**src/rtl/sfr_pkg.sv**
```systemverilog
package sfr_pkg;

    localparam int BYTE_W = 8;
    localparam int RID_W  = 4;
    localparam int NREG   = 1 << RID_W;
    localparam int NPORT  = 4;

    typedef enum logic [RID_W-1:0] {
        RID_NONE,
        RID_P0,
        RID_SP,
        RID_DPL,
        RID_DPH,
        RID_P1,
        RID_SBUF,
        RID_P2,
        RID_P3,
        RID_PSW,
        RID_ACC,
        RID_B
    } reg_id_e;

    localparam logic [BYTE_W-1:0] ADR_P0   = 8'h80;
    localparam logic [BYTE_W-1:0] ADR_SP   = 8'h81;
    localparam logic [BYTE_W-1:0] ADR_DPL  = 8'h82;
    localparam logic [BYTE_W-1:0] ADR_DPH  = 8'h83;
    localparam logic [BYTE_W-1:0] ADR_P1   = 8'h90;
    localparam logic [BYTE_W-1:0] ADR_SBUF = 8'h99;
    localparam logic [BYTE_W-1:0] ADR_P2   = 8'hA0;
    localparam logic [BYTE_W-1:0] ADR_P3   = 8'hB0;
    localparam logic [BYTE_W-1:0] ADR_PSW  = 8'hD0;
    localparam logic [BYTE_W-1:0] ADR_ACC  = 8'hE0;
    localparam logic [BYTE_W-1:0] ADR_B    = 8'hF0;

    localparam reg_id_e PORT_RID [NPORT] = '{RID_P0, RID_P1, RID_P2, RID_P3};

    // status word: bank select sits at bits 4:3, parity at bit 0
    localparam int PSW_BANK_LO = 3;
    localparam int PSW_BANK_W  = 2;
    localparam int BANK_SHIFT  = 3;

endpackage

```
**src/rtl/sfr_addr_decode.sv**
```systemverilog
module sfr_addr_decode
    import sfr_pkg::*;
(
    input  logic [BYTE_W-1:0] addr,
    output reg_id_e           rid
);

    always_comb begin
        unique case (addr)
            ADR_P0:   rid = RID_P0;
            ADR_SP:   rid = RID_SP;
            ADR_DPL:  rid = RID_DPL;
            ADR_DPH:  rid = RID_DPH;
            ADR_P1:   rid = RID_P1;
            ADR_SBUF: rid = RID_SBUF;
            ADR_P2:   rid = RID_P2;
            ADR_P3:   rid = RID_P3;
            ADR_PSW:  rid = RID_PSW;
            ADR_ACC:  rid = RID_ACC;
            ADR_B:    rid = RID_B;
            default:  rid = RID_NONE;
        endcase
    end

endmodule

```
**src/rtl/sfr_byte_reg.sv**
```systemverilog
module sfr_byte_reg #(
    parameter int           W   = 8,
    parameter logic [W-1:0] RST = '0
) (
    input  logic         clk,
    input  logic         rst_n,
    input  logic         we,
    input  logic [W-1:0] d,
    output logic [W-1:0] q
);

    always_ff @(posedge clk) begin
        if (!rst_n)  q <= RST;
        else if (we) q <= d;
    end

endmodule

```
**src/rtl/sfr_stack_ptr.sv**
```systemverilog
module sfr_stack_ptr #(
    parameter int           W   = 8,
    parameter logic [W-1:0] RST = 8'h07
) (
    input  logic         clk,
    input  logic         rst_n,
    input  logic         sw_we,
    input  logic [W-1:0] sw_data,
    input  logic         push,
    input  logic         pop,
    output logic [W-1:0] sp
);

    always_ff @(posedge clk) begin
        if (!rst_n)             sp <= RST;
        else if (sw_we)         sp <= sw_data;
        else if (push && !pop)  sp <= sp + W'(1);
        else if (pop && !push)  sp <= sp - W'(1);
    end

    assert_push_preinc_R2: assert property (@(posedge clk) disable iff (!rst_n)
        (push && !pop && !sw_we) |=> sp == $past(sp) + W'(1));

    assert_pop_postdec_R3: assert property (@(posedge clk) disable iff (!rst_n)
        (pop && !push && !sw_we) |=> sp == $past(sp) - W'(1));

    assert_bus_beats_stack_R4: assert property (@(posedge clk) disable iff (!rst_n)
        sw_we |=> sp == $past(sw_data));

endmodule

```
**src/rtl/sfr_dptr.sv**
```systemverilog
module sfr_dptr #(
    parameter int W = 16
) (
    input  logic           clk,
    input  logic           rst_n,
    input  logic           lo_we,
    input  logic           hi_we,
    input  logic [W/2-1:0] wdata,
    input  logic           load,
    input  logic [W-1:0]   load_val,
    input  logic           inc,
    output logic [W-1:0]   dptr
);

    localparam int HALF = W / 2;

    logic [W-1:0] hw_next;

    always_comb begin
        if (load)     hw_next = load_val;
        else if (inc) hw_next = dptr + W'(1);
        else          hw_next = dptr;
    end

    always_ff @(posedge clk) begin
        if (!rst_n) begin
            dptr <= '0;
        end else begin
            dptr[HALF-1:0] <= lo_we ? wdata : hw_next[HALF-1:0];
            dptr[W-1:HALF] <= hi_we ? wdata : hw_next[W-1:HALF];
        end
    end

    assert_load_first_R5: assert property (@(posedge clk) disable iff (!rst_n)
        (load && !lo_we && !hi_we) |=> dptr == $past(load_val));

    assert_inc_wrap_R5: assert property (@(posedge clk) disable iff (!rst_n)
        (inc && !load && !lo_we && !hi_we) |=> dptr == $past(dptr) + W'(1));

    assert_low_byte_bus_R5: assert property (@(posedge clk) disable iff (!rst_n)
        lo_we |=> dptr[HALF-1:0] == $past(wdata));

endmodule

```
**src/rtl/sfr_bank.sv**
```systemverilog
module sfr_bank
    import sfr_pkg::*;
#(
    parameter logic [7:0] UNDEF_VAL  = 8'hA5,
    parameter logic [7:0] SP_RESET   = 8'h07,
    parameter logic [7:0] PORT_RESET = 8'hFF
) (
    input  logic        clk,
    input  logic        rst_n,
    input  logic [7:0]  bus_addr,
    input  logic        bus_wr,
    input  logic [7:0]  bus_wdata,
    output logic [7:0]  bus_rdata,
    input  logic [7:0]  bit_addr,
    input  logic        bit_we,
    input  logic        bit_wval,
    output logic        bit_rdata,
    input  logic        sp_push,
    input  logic        sp_pop,
    output logic [7:0]  stack_ptr,
    input  logic        dp_load,
    input  logic [15:0] dp_load_val,
    input  logic        dp_inc,
    output logic [15:0] dptr,
    output logic [31:0] port_latch,
    output logic        acc_parity,
    output logic [7:0]  bank_base,
    output logic        tx_start,
    output logic [7:0]  tx_data,
    input  logic        rx_load,
    input  logic [7:0]  rx_data
);

    localparam int BIT_IDX_W = $clog2(BYTE_W);
    localparam int DP_W      = 2 * BYTE_W;

    // write lane: bus wins, the bit port is used otherwise
    function automatic logic [BYTE_W:0] lane(
        input reg_id_e           want,
        input reg_id_e           brid,
        input logic              bwr,
        input logic [BYTE_W-1:0] bdat,
        input reg_id_e           trid,
        input logic              twe,
        input logic [BYTE_W-1:0] tdat
    );
        if (bwr && brid == want) return {1'b1, bdat};
        if (twe && trid == want) return {1'b1, tdat};
        return {1'b0, bdat};
    endfunction

    reg_id_e             bus_rid;
    reg_id_e             bit_rid;
    logic                bit_in_sfr;
    logic                bit_en;
    logic [BYTE_W-1:0]   bit_base;
    logic [BYTE_W-1:0]   bit_byte;
    logic [BYTE_W-1:0]   bit_new;
    logic [BYTE_W-1:0]   view [NREG];

    logic [BYTE_W-1:0]   port_q [NPORT];
    logic [BYTE_W-2:0]   psw_hi;
    logic [BYTE_W-1:0]   acc_q;
    logic [BYTE_W-1:0]   b_q;
    logic [BYTE_W-1:0]   rx_q;

    logic                sp_we,  dpl_we, dph_we, sbuf_we, psw_we, acc_we, b_we;
    logic [BYTE_W-1:0]   sp_d,   dpl_d,  dph_d,  sbuf_d,  psw_d,  acc_d,  b_d;

    assign bit_in_sfr = bit_addr[BYTE_W-1];
    assign bit_en     = bit_we && bit_in_sfr;
    assign bit_base   = {bit_addr[BYTE_W-1:BIT_IDX_W], {BIT_IDX_W{1'b0}}};

    sfr_addr_decode u_dec_bus (.addr(bus_addr), .rid(bus_rid));
    sfr_addr_decode u_dec_bit (.addr(bit_base), .rid(bit_rid));

    // ---------------- read view ----------------
    always_comb begin
        for (int i = 0; i < NREG; i++) view[i] = UNDEF_VAL;
        for (int i = 0; i < NPORT; i++) view[PORT_RID[i]] = port_q[i];
        view[RID_SP]   = stack_ptr;
        view[RID_DPL]  = dptr[BYTE_W-1:0];
        view[RID_DPH]  = dptr[DP_W-1:BYTE_W];
        view[RID_SBUF] = rx_q;
        view[RID_PSW]  = {psw_hi, acc_parity};
        view[RID_ACC]  = acc_q;
        view[RID_B]    = b_q;
    end

    assign bus_rdata = view[bus_rid];
    assign bit_byte  = view[bit_rid];
    assign bit_rdata = bit_in_sfr ? bit_byte[bit_addr[BIT_IDX_W-1:0]] : 1'b0;

    always_comb begin
        bit_new = bit_byte;
        bit_new[bit_addr[BIT_IDX_W-1:0]] = bit_wval;
    end

    // ---------------- write lanes ----------------
    assign {sp_we,   sp_d}   = lane(RID_SP,   bus_rid, bus_wr, bus_wdata, bit_rid, bit_en, bit_new);
    assign {dpl_we,  dpl_d}  = lane(RID_DPL,  bus_rid, bus_wr, bus_wdata, bit_rid, bit_en, bit_new);
    assign {dph_we,  dph_d}  = lane(RID_DPH,  bus_rid, bus_wr, bus_wdata, bit_rid, bit_en, bit_new);
    assign {sbuf_we, sbuf_d} = lane(RID_SBUF, bus_rid, bus_wr, bus_wdata, bit_rid, bit_en, bit_new);
    assign {psw_we,  psw_d}  = lane(RID_PSW,  bus_rid, bus_wr, bus_wdata, bit_rid, bit_en, bit_new);
    assign {acc_we,  acc_d}  = lane(RID_ACC,  bus_rid, bus_wr, bus_wdata, bit_rid, bit_en, bit_new);
    assign {b_we,    b_d}    = lane(RID_B,    bus_rid, bus_wr, bus_wdata, bit_rid, bit_en, bit_new);

    // ---------------- storage ----------------
    for (genvar i = 0; i < NPORT; i++) begin : g_port
        logic              pw_we;
        logic [BYTE_W-1:0] pw_d;
        assign {pw_we, pw_d} = lane(PORT_RID[i], bus_rid, bus_wr, bus_wdata, bit_rid, bit_en, bit_new);

        sfr_byte_reg #(.W(BYTE_W), .RST(PORT_RESET)) u_port (
            .clk(clk), .rst_n(rst_n), .we(pw_we), .d(pw_d), .q(port_q[i])
        );
        assign port_latch[i*BYTE_W +: BYTE_W] = port_q[i];
    end

    // parity bit is not stored: it is rebuilt from the accumulator
    sfr_byte_reg #(.W(BYTE_W-1), .RST('0)) u_psw (
        .clk(clk), .rst_n(rst_n), .we(psw_we), .d(psw_d[BYTE_W-1:1]), .q(psw_hi)
    );
    sfr_byte_reg #(.W(BYTE_W), .RST('0)) u_acc (
        .clk(clk), .rst_n(rst_n), .we(acc_we), .d(acc_d), .q(acc_q)
    );
    sfr_byte_reg #(.W(BYTE_W), .RST('0)) u_b (
        .clk(clk), .rst_n(rst_n), .we(b_we), .d(b_d), .q(b_q)
    );
    sfr_byte_reg #(.W(BYTE_W), .RST('0)) u_tx (
        .clk(clk), .rst_n(rst_n), .we(sbuf_we), .d(sbuf_d), .q(tx_data)
    );
    sfr_byte_reg #(.W(BYTE_W), .RST('0)) u_rx (
        .clk(clk), .rst_n(rst_n), .we(rx_load), .d(rx_data), .q(rx_q)
    );

    always_ff @(posedge clk) begin
        if (!rst_n) tx_start <= 1'b0;
        else        tx_start <= sbuf_we;
    end

    sfr_stack_ptr #(.W(BYTE_W), .RST(SP_RESET)) u_sp (
        .clk(clk), .rst_n(rst_n), .sw_we(sp_we), .sw_data(sp_d),
        .push(sp_push), .pop(sp_pop), .sp(stack_ptr)
    );

    sfr_dptr #(.W(DP_W)) u_dptr (
        .clk(clk), .rst_n(rst_n), .lo_we(dpl_we), .hi_we(dph_we), .wdata(bus_wdata),
        .load(dp_load), .load_val(dp_load_val), .inc(dp_inc), .dptr(dptr)
    );

    assign acc_parity = ^acc_q;
    assign bank_base  = BYTE_W'({psw_hi[PSW_BANK_LO-1 +: PSW_BANK_W], {BANK_SHIFT{1'b0}}});

    // ---------------- assertions ----------------
    assert_tx_pulse_R6: assert property (@(posedge clk) disable iff (!rst_n)
        (bus_wr && bus_rid == RID_SBUF) |=> (tx_start && tx_data == $past(bus_wdata)));

    assert_tx_single_R6: assert property (@(posedge clk) disable iff (!rst_n)
        !(bus_wr && bus_rid == RID_SBUF) |=> !tx_start);

    assert_parity_follows_R7: assert property (@(posedge clk) disable iff (!rst_n)
        (bus_wr && bus_rid == RID_ACC) |=> acc_parity == ^$past(bus_wdata));

    assert_bank_select_R8: assert property (@(posedge clk) disable iff (!rst_n)
        (bus_wr && bus_rid == RID_PSW) |=> bank_base[4:3] == $past(bus_wdata[4:3]));

    assert_bus_over_bit_R10: assert property (@(posedge clk) disable iff (!rst_n)
        (bus_wr && bus_rid == RID_ACC && bit_en && bit_rid == RID_ACC) |=> acc_q == $past(bus_wdata));

    assert_hole_reads_undef_R11: assert property (@(posedge clk) disable iff (!rst_n)
        (bus_rid == RID_NONE) |-> bus_rdata == UNDEF_VAL);

endmodule

```
**config.mk**
```make
export PLATFORM = sky130hd
export DESIGN_NAME = sfr_bank
export DESIGN_NICKNAME = d
export VERILOG_FILES = /design/src/rtl/sfr_pkg.sv /design/src/rtl/sfr_addr_decode.sv /design/src/rtl/sfr_byte_reg.sv /design/src/rtl/sfr_stack_ptr.sv /design/src/rtl/sfr_dptr.sv /design/src/rtl/sfr_bank.sv
export SDC_FILE = /design/constraint.sdc
export NUM_CORES = 1
export LEC_CHECK = 0
export BUFFER_PORTS_ARGS = -buffer_cell sky130_fd_sc_hd__buf_4
export CAP_MARGIN = 20
export CORE_MARGIN = 2
export CORE_UTILIZATION = 53
export CTS_BUF_LIST = sky130_fd_sc_hd__clkbuf_4 sky130_fd_sc_hd__clkbuf_8
export CTS_CLUSTER_SIZE = 14
export DETAILED_ROUTE_END_ITERATION = 12
export GPL_ROUTABILITY_DRIVEN = 0
export PLACE_DENSITY_LB_ADDON = 0.3
export SLEW_MARGIN = 30
export SYNTH_ARGS = -nofsm -noshare
export SYNTH_HDL_FRONTEND = slang
export SYNTH_HIERARCHICAL = 1
export SYNTH_SLANG_ARGS = --single-unit
```
**constraint.sdc**
```tcl
create_clock -name clk -period 2.88 [get_ports clk]
set_input_delay 0.144 -clock clk [delete_from_list [all_inputs] [get_ports clk]]
set_output_delay 0.144 -clock clk [all_outputs]
set_load 0.02 [all_outputs]
```
# Word level (Yosys, flattened, before mapping)
# Cells that the tools add are included.
# classes
addsub,3
n_lt_le_gt_ge,4
eq_ne,40
mux,98
n_bitwise,2
n_reduce_logical,32
# op_table
operator,n
two-way mux 9 bit,44
"equality test 8 bit, second input constant",11
two-way mux 8 bit,9
binary-select mux 8 bit (select 4 bit),2
one-hot mux 4 bit (11 select lines),1
two-way mux 1 bit,36
"equality test 5 bit, second input constant",7
"equality test 4 x 3 -> 1 bit, second input constant",8
"equality test 4 bit, second input constant",8
two-way mux 16 bit,2
one-hot mux 4 bit (7 select lines),1
logical AND 1 bit,26
"adder 16 x 1 -> 16 bit, second input constant",1
"equality test 4 x 2 -> 1 bit, second input constant",4
"greater-or-equal comparator 5 bit, second input constant",2
inverter 4 -> 5 bit,2
nonzero test 3 bit,3
"adder 8 x 1 -> 8 bit, second input constant",1
bitwise mux 8 bit,1
"equality test 4 x 1 -> 1 bit, second input constant",2
XOR reduction 8 bit,1
"subtractor 8 x 1 -> 8 bit, second input constant",1
"less-than comparator 3 x 4 -> 1 bit, second input constant",1
binary-select mux 1 bit (select 3 bit),1
3 further kinds,4
# totals
regBits,96
input_bits,58
output_inout_bits,83
wordCells,192

# Logic depth before layout (Yosys ltp)
# depth
ltp_word,11
ltp_mapped,16

# Hierarchy
# The synthesis kept the hierarchy.
# by_module_without_submodules
mod,instances,cells_each,area_per_inst_um2,seq_area_each_um2
sfr_bank,1,459,3079.2,20.0
sfr_dptr,1,169,1338.8,320.3
sfr_byte_reg (u_acc ...),4,25,301.5,160.2
sfr_byte_reg (g_port[0].u_port ...),4,26,285.3,160.2
sfr_stack_ptr,1,76,671.9,160.2
sfr_addr_decode,2,23,157.7,0.0
sfr_byte_reg (u_psw),1,22,265.3,140.1

# Least setup slack after synthesis
# OpenSTA, ideal clock, no wires.
# synth_timing
path_kind,input-to-output
from,input bit_addr[7]
to,output bit_rdata
arrival_time_ns,3.001
required_time_ns,2.736
path_slack_ns,-0.265
stages,9
n_path_buf,2
cell_sequence,or2b_1 -> or4_1 -> o32ai_1 -> clkbuf_1 -> buf_2 -> nor4b_1 -> o31ai_1 -> o2111ai_1 -> nor4_1
# synth_via
elab_chain_len,9
# synth_lines
element,line,text
from (decl),sfr_bank.sv:14,"input logic [7:0] bit_addr,"
equality test 5 bit,sfr_addr_decode.sv:9,unique case (addr)
one-hot mux 4 bit (7 select lines) (*),sfr_addr_decode.sv:9,
named net bit_rid[2],sfr_bank.sv:53,reg_id_e bit_rid;
inverter 4 -> 5 bit (not written as such) (*),sfr_bank.sv:91,assign bit_byte = view[bit_rid];
binary-select mux 8 bit (select 4 bit) (*),sfr_bank.sv:91,
two-way mux 8 bit (not written as such) (*) (2 in a row),sfr_bank.sv:91,
binary-select mux 1 bit (select 3 bit) (*),sfr_bank.sv:92,assign bit_rdata = bit_in_sfr ? bit_byte[bit_addr[BIT_IDX_W-1:0]] : 1'b0;
two-way mux 1 bit (not written as such) (*),sfr_bank.sv:92,
two-way mux 1 bit (*),sfr_bank.sv:92,
to (decl),sfr_bank.sv:17,"output logic bit_rdata,"
# The timed path passes the listed nets; every way through them passes the cells marked *. The select of a mux whose other input is x is not followed.

# Worst setup path in the final report
# layout_timing
from,input bit_addr[6]
to,output bit_rdata
# The elaborated chain is that of the path after synthesis.

==> metrics.md <==
| Metric | Value |
|---|---|
| Worst EP arrival | 3.03 ns |
| Util after Layout | 74.9% |
| Most frequent cells in the layout | buf_4, nand2_1, mux2i_1, dfxtp_1, nor2_1 |
| Top Ports | 141 |
| Sequential fraction of the synthesis area | 24.0% |
| Fin crit share | 110% |
| Via total after detailed routing | 9121 |
| Fin. max-slew vios | 0 |
| Worst vdd ir | 0.310 mV |
| DR pass1 iterations | 6 |
| Met3 usage | 7.83% |
| P per Cell Area | 316 nW/um2 |
| Worst Hold Class | in2reg |
| Ys flop type | dfxtp_1 |
| Depth of the CTS H-tree | 3 |
| Met2 Use GR | 55.6% |
| Worst-Skew Late Latency | 0.42 ns |
| Seq cells post-synth | 96 |
| Via count of the first global-routing pass | 8130 |
| Fraction of layout cells with a size suffix above 1 | 35.4% |
| # placed instances | 1343 |
| Post-Synthesis Cells | 976 |
| Clock sink count | 96 |
| Slowest cell on the critical path | or4b_4 |
| CTS tree | done |
| PnR worst setup slack | -0.291 ns |
| Met1 Track Usage GR | 46.0% |
| Cell Chain, Critical Path | buf_6, or4b_4, or4_4, o21ai_4, buf_6, mux4_2, a21oi_2, o21a_1, a21oi_2, nor2b_2, nor4_4, buf_4 |
| Critical-path maximum fanout | 5 |
| Post-Layout Cell Count | 1392 |
| Slew Limit Headroom | 57.1% |
| First-pass GRT wire length | 44.4 mm |
| Die area | 16100 um2 |
| Cell area after synthesis | 8020 um2 |
| Buf/Inv on CP | 3 |
| EDFF count, synth | 0 |
| Die width | 127 um |
| ANT nets after route | 0 |
| Final critical-path required period | 3.17 ns |
| Critical path type | in2out |
| Yosys cell types | 94 |
| GR Util All Layers | 35.4% |
| Remaining DRCs | 0 |
| Area Overhead vs Synth | 36.8% |
| Top delay family on crit path | simple AND/OR/NAND/NOR gates |
| Setup Skew | 0.0137 ns |
| Fin. Hold Viols | 1 |
| Register clock-pin slew on the reported worst setup and hold paths | 0.11 ns |
| Avg Vias per Cell | 6.55 |
| Starting Density | 54.8% |
| Final number of setup-violating endpoints | 32 |
| Unrepaired setup endpoints after global routing | true |
| Failing checks | hold timing, setup timing |
| Clk buf depth | 2 |
| Final net count | 1270 |
| Core box area | 14600 um2 |
| Die Y | 127 um |
| Worst EP required | 2.74 ns |
| Worst path max stage delay | 0.51 ns |
| Most common cell after layout, fill and taps aside | buf_4 |
| Initial antenna violation count | 0 |
| YS warnings | 6 |
| Post-DP HPWL | 20.9 mm |
| Post-synth ARST share | 0% |
| CTS buffer count | 9 |
| Row cnt | 44 |
| Max-cap violations | 0 |
| Top Usage Layer GRT | met2 |
| P_leak | 4.26 nW |
| Final hold slack | -0.00243 ns |
| WL final | 31.6 mm |
| Status | finished with violations |
| Highest clock rate | 315 MHz |
| WL/cell | 22.7 um |
| Gr ovfl total | 0 |
| Root Buffer | clkbuf_8 |
| Synth Area per Inst | 8.21 um2 |
| CP startpoint kind | primary input |
| Worst setup EP type | primary output |
| Initial DRC count | 1469 |
| Largest net degree at the start of global routing | 43 |
| Worst-margin pin slew | 0.640 ns |
| ANT cells | 0 |
| Port bufs | 134 |
| Total power | 3.46 mW |
[area by class of cell]
class                      instances  area, um2
clock buffer                       9        124
sequential                        96       1920
inverter                          18       67.6
tap                              184        230
multi-input combinational        797       5990
timing repair buffer             281       2560
fill                            1019       3680
clock inverter                     7       66.3
[worst register-to-register path: cells and delay by family (launching register included)]
family | cells | cell delay (ns)
AOI/OAI and AO/OA | 4 | 0.66
buffers and inverters | 1 | 0.17
and+or+nand+nor | 1 | 0.08
xor gates and xnor gates | 3 | 0.81
DFF | 1 | 0.48
[registers in the layout (all words and copies together) (netlist names)]
signal / count
g_port.u_port/q: 32
tx_start: 1
u_acc/q: 8
u_b/q: 8
u_dptr/dptr: 16
u_psw/q: 7
u_rx/q: 8
u_sp/sp: 8
u_tx/q: 8
[kinds of logic (layout without fill, tap and decap cells)]
kind of cell | count (synthesis) | count (layout) | share of synthesized area [%]
xor gates and xnor gates | 26 | 26 | 2.84
other | 1 | 16 | 0.0468
buffers and inverters | 98 | 315 | 7.02
adders and majority gates | 9 | 9 | 1.50
AOI/OAI and AO/OA | 225 | 225 | 18.8
and+or+nand+nor | 383 | 383 | 24.8
muxes | 138 | 138 | 21.0
DFF | 96 | 96 | 24.0
[per-stage QoR]
stage / hold WS (ns) / instance area, um2 / setup slack, ns / setup TNS [ns]
2_1_floorplan: 0.206 / 8100 / -0.0397 / -0.0722
5_1_grt: 0.0251 / 11000 / -0.300 / -3.64
3_5_place_dp: 0.395 / 10100 / -0.525 / -29.65
6_report: -0.00243 / 11000 / -0.291 / -2.38
4_1_cts: 0.00405 / 10500 / -0.204 / -0.336
3_3_place_gp: 0.393 / 10100 / -0.421 / -23.74
[cell usage after synthesis (all sizes together) (4+ instances only)]
library cell | number | area, um2
o41ai | 5 | 58.8
mux2i | 108 | 1090
buf | 52 | 389
clkbuf | 28 | 106
ha | 8 | 100
o22ai | 7 | 56.3
nor4b | 4 | 41.3
a211oi | 9 | 77.6
o221ai | 4 | 35.0
nand2b | 12 | 75.1
inv | 17 | 63.8
nand4 | 5 | 37.5
nand3 | 21 | 105
a21oi | 69 | 387
mux4 | 22 | 503
o21ai | 68 | 344
and3 | 4 | 25.0
dfxtp | 96 | 1920
nor3 | 15 | 96.4
nand2 | 139 | 524
a22oi | 6 | 45.0
and2 | 5 | 31.3
o31ai | 8 | 60.1
a31oi | 4 | 40.0
nor2 | 78 | 293
nor2b | 61 | 382
xnor2 | 25 | 219
nor3b | 5 | 37.5
nor4 | 9 | 123
or4 | 7 | 52.6
a21boi | 6 | 45.0
mux2 | 8 | 90.1
[timing repair]
action	4_1_cts	5_1_grt
hold endpoints to repair	7	0
hold buffers	7	0
buffers inserted	5	20
resized for setup	22	83
gates cloned	0	2
pin swaps	8	28
setup endpoints to repair	28	55
[path summary, 6_finish.rpt]
| kind | startpoint | endpoint | slack, ns | depth (start not counted) |
|---|---|---|---|---|
| min | rx_data[1] | u_rx/q[1]$_SDFFE_PN0P_ | -0.002 | 3 |
| min reg2reg | u_tx/q[3]$_SDFFE_PN0P_ | u_tx/q[3]$_SDFFE_PN0P_ | 0.54 | 2 |
| max reg2reg | u_acc/q[5]$_SDFFE_PN0P_ | u_sp/sp[0]$_SDFFE_PN1P_ | 0.54 | 9 |
| max | bit_addr[6] | bit_rdata | -0.29 | 12 |
[layer usage]
layer | wire, um | vias up
met5 | 0 | -
met4 | 2330 | 0
met3 | 4050 | 229
met2 | 13600 | 770
met1 | 11600 | 4170
li1 | - | 3952
[report_power, final]
group / total (mW) / switching, mW / internal (mW) / leakage [nW]
registers: 1.47 / 0.0991 / 1.37 / 0.782
logic: 1.09 / 0.604 / 0.488 / 3.38
clock network: 0.897 / 0.566 / 0.331 / 0.0945
total: 3.46 / 1.27 / 2.19 / 4.26
Note: power is estimated with default switching activity, not from simulation.
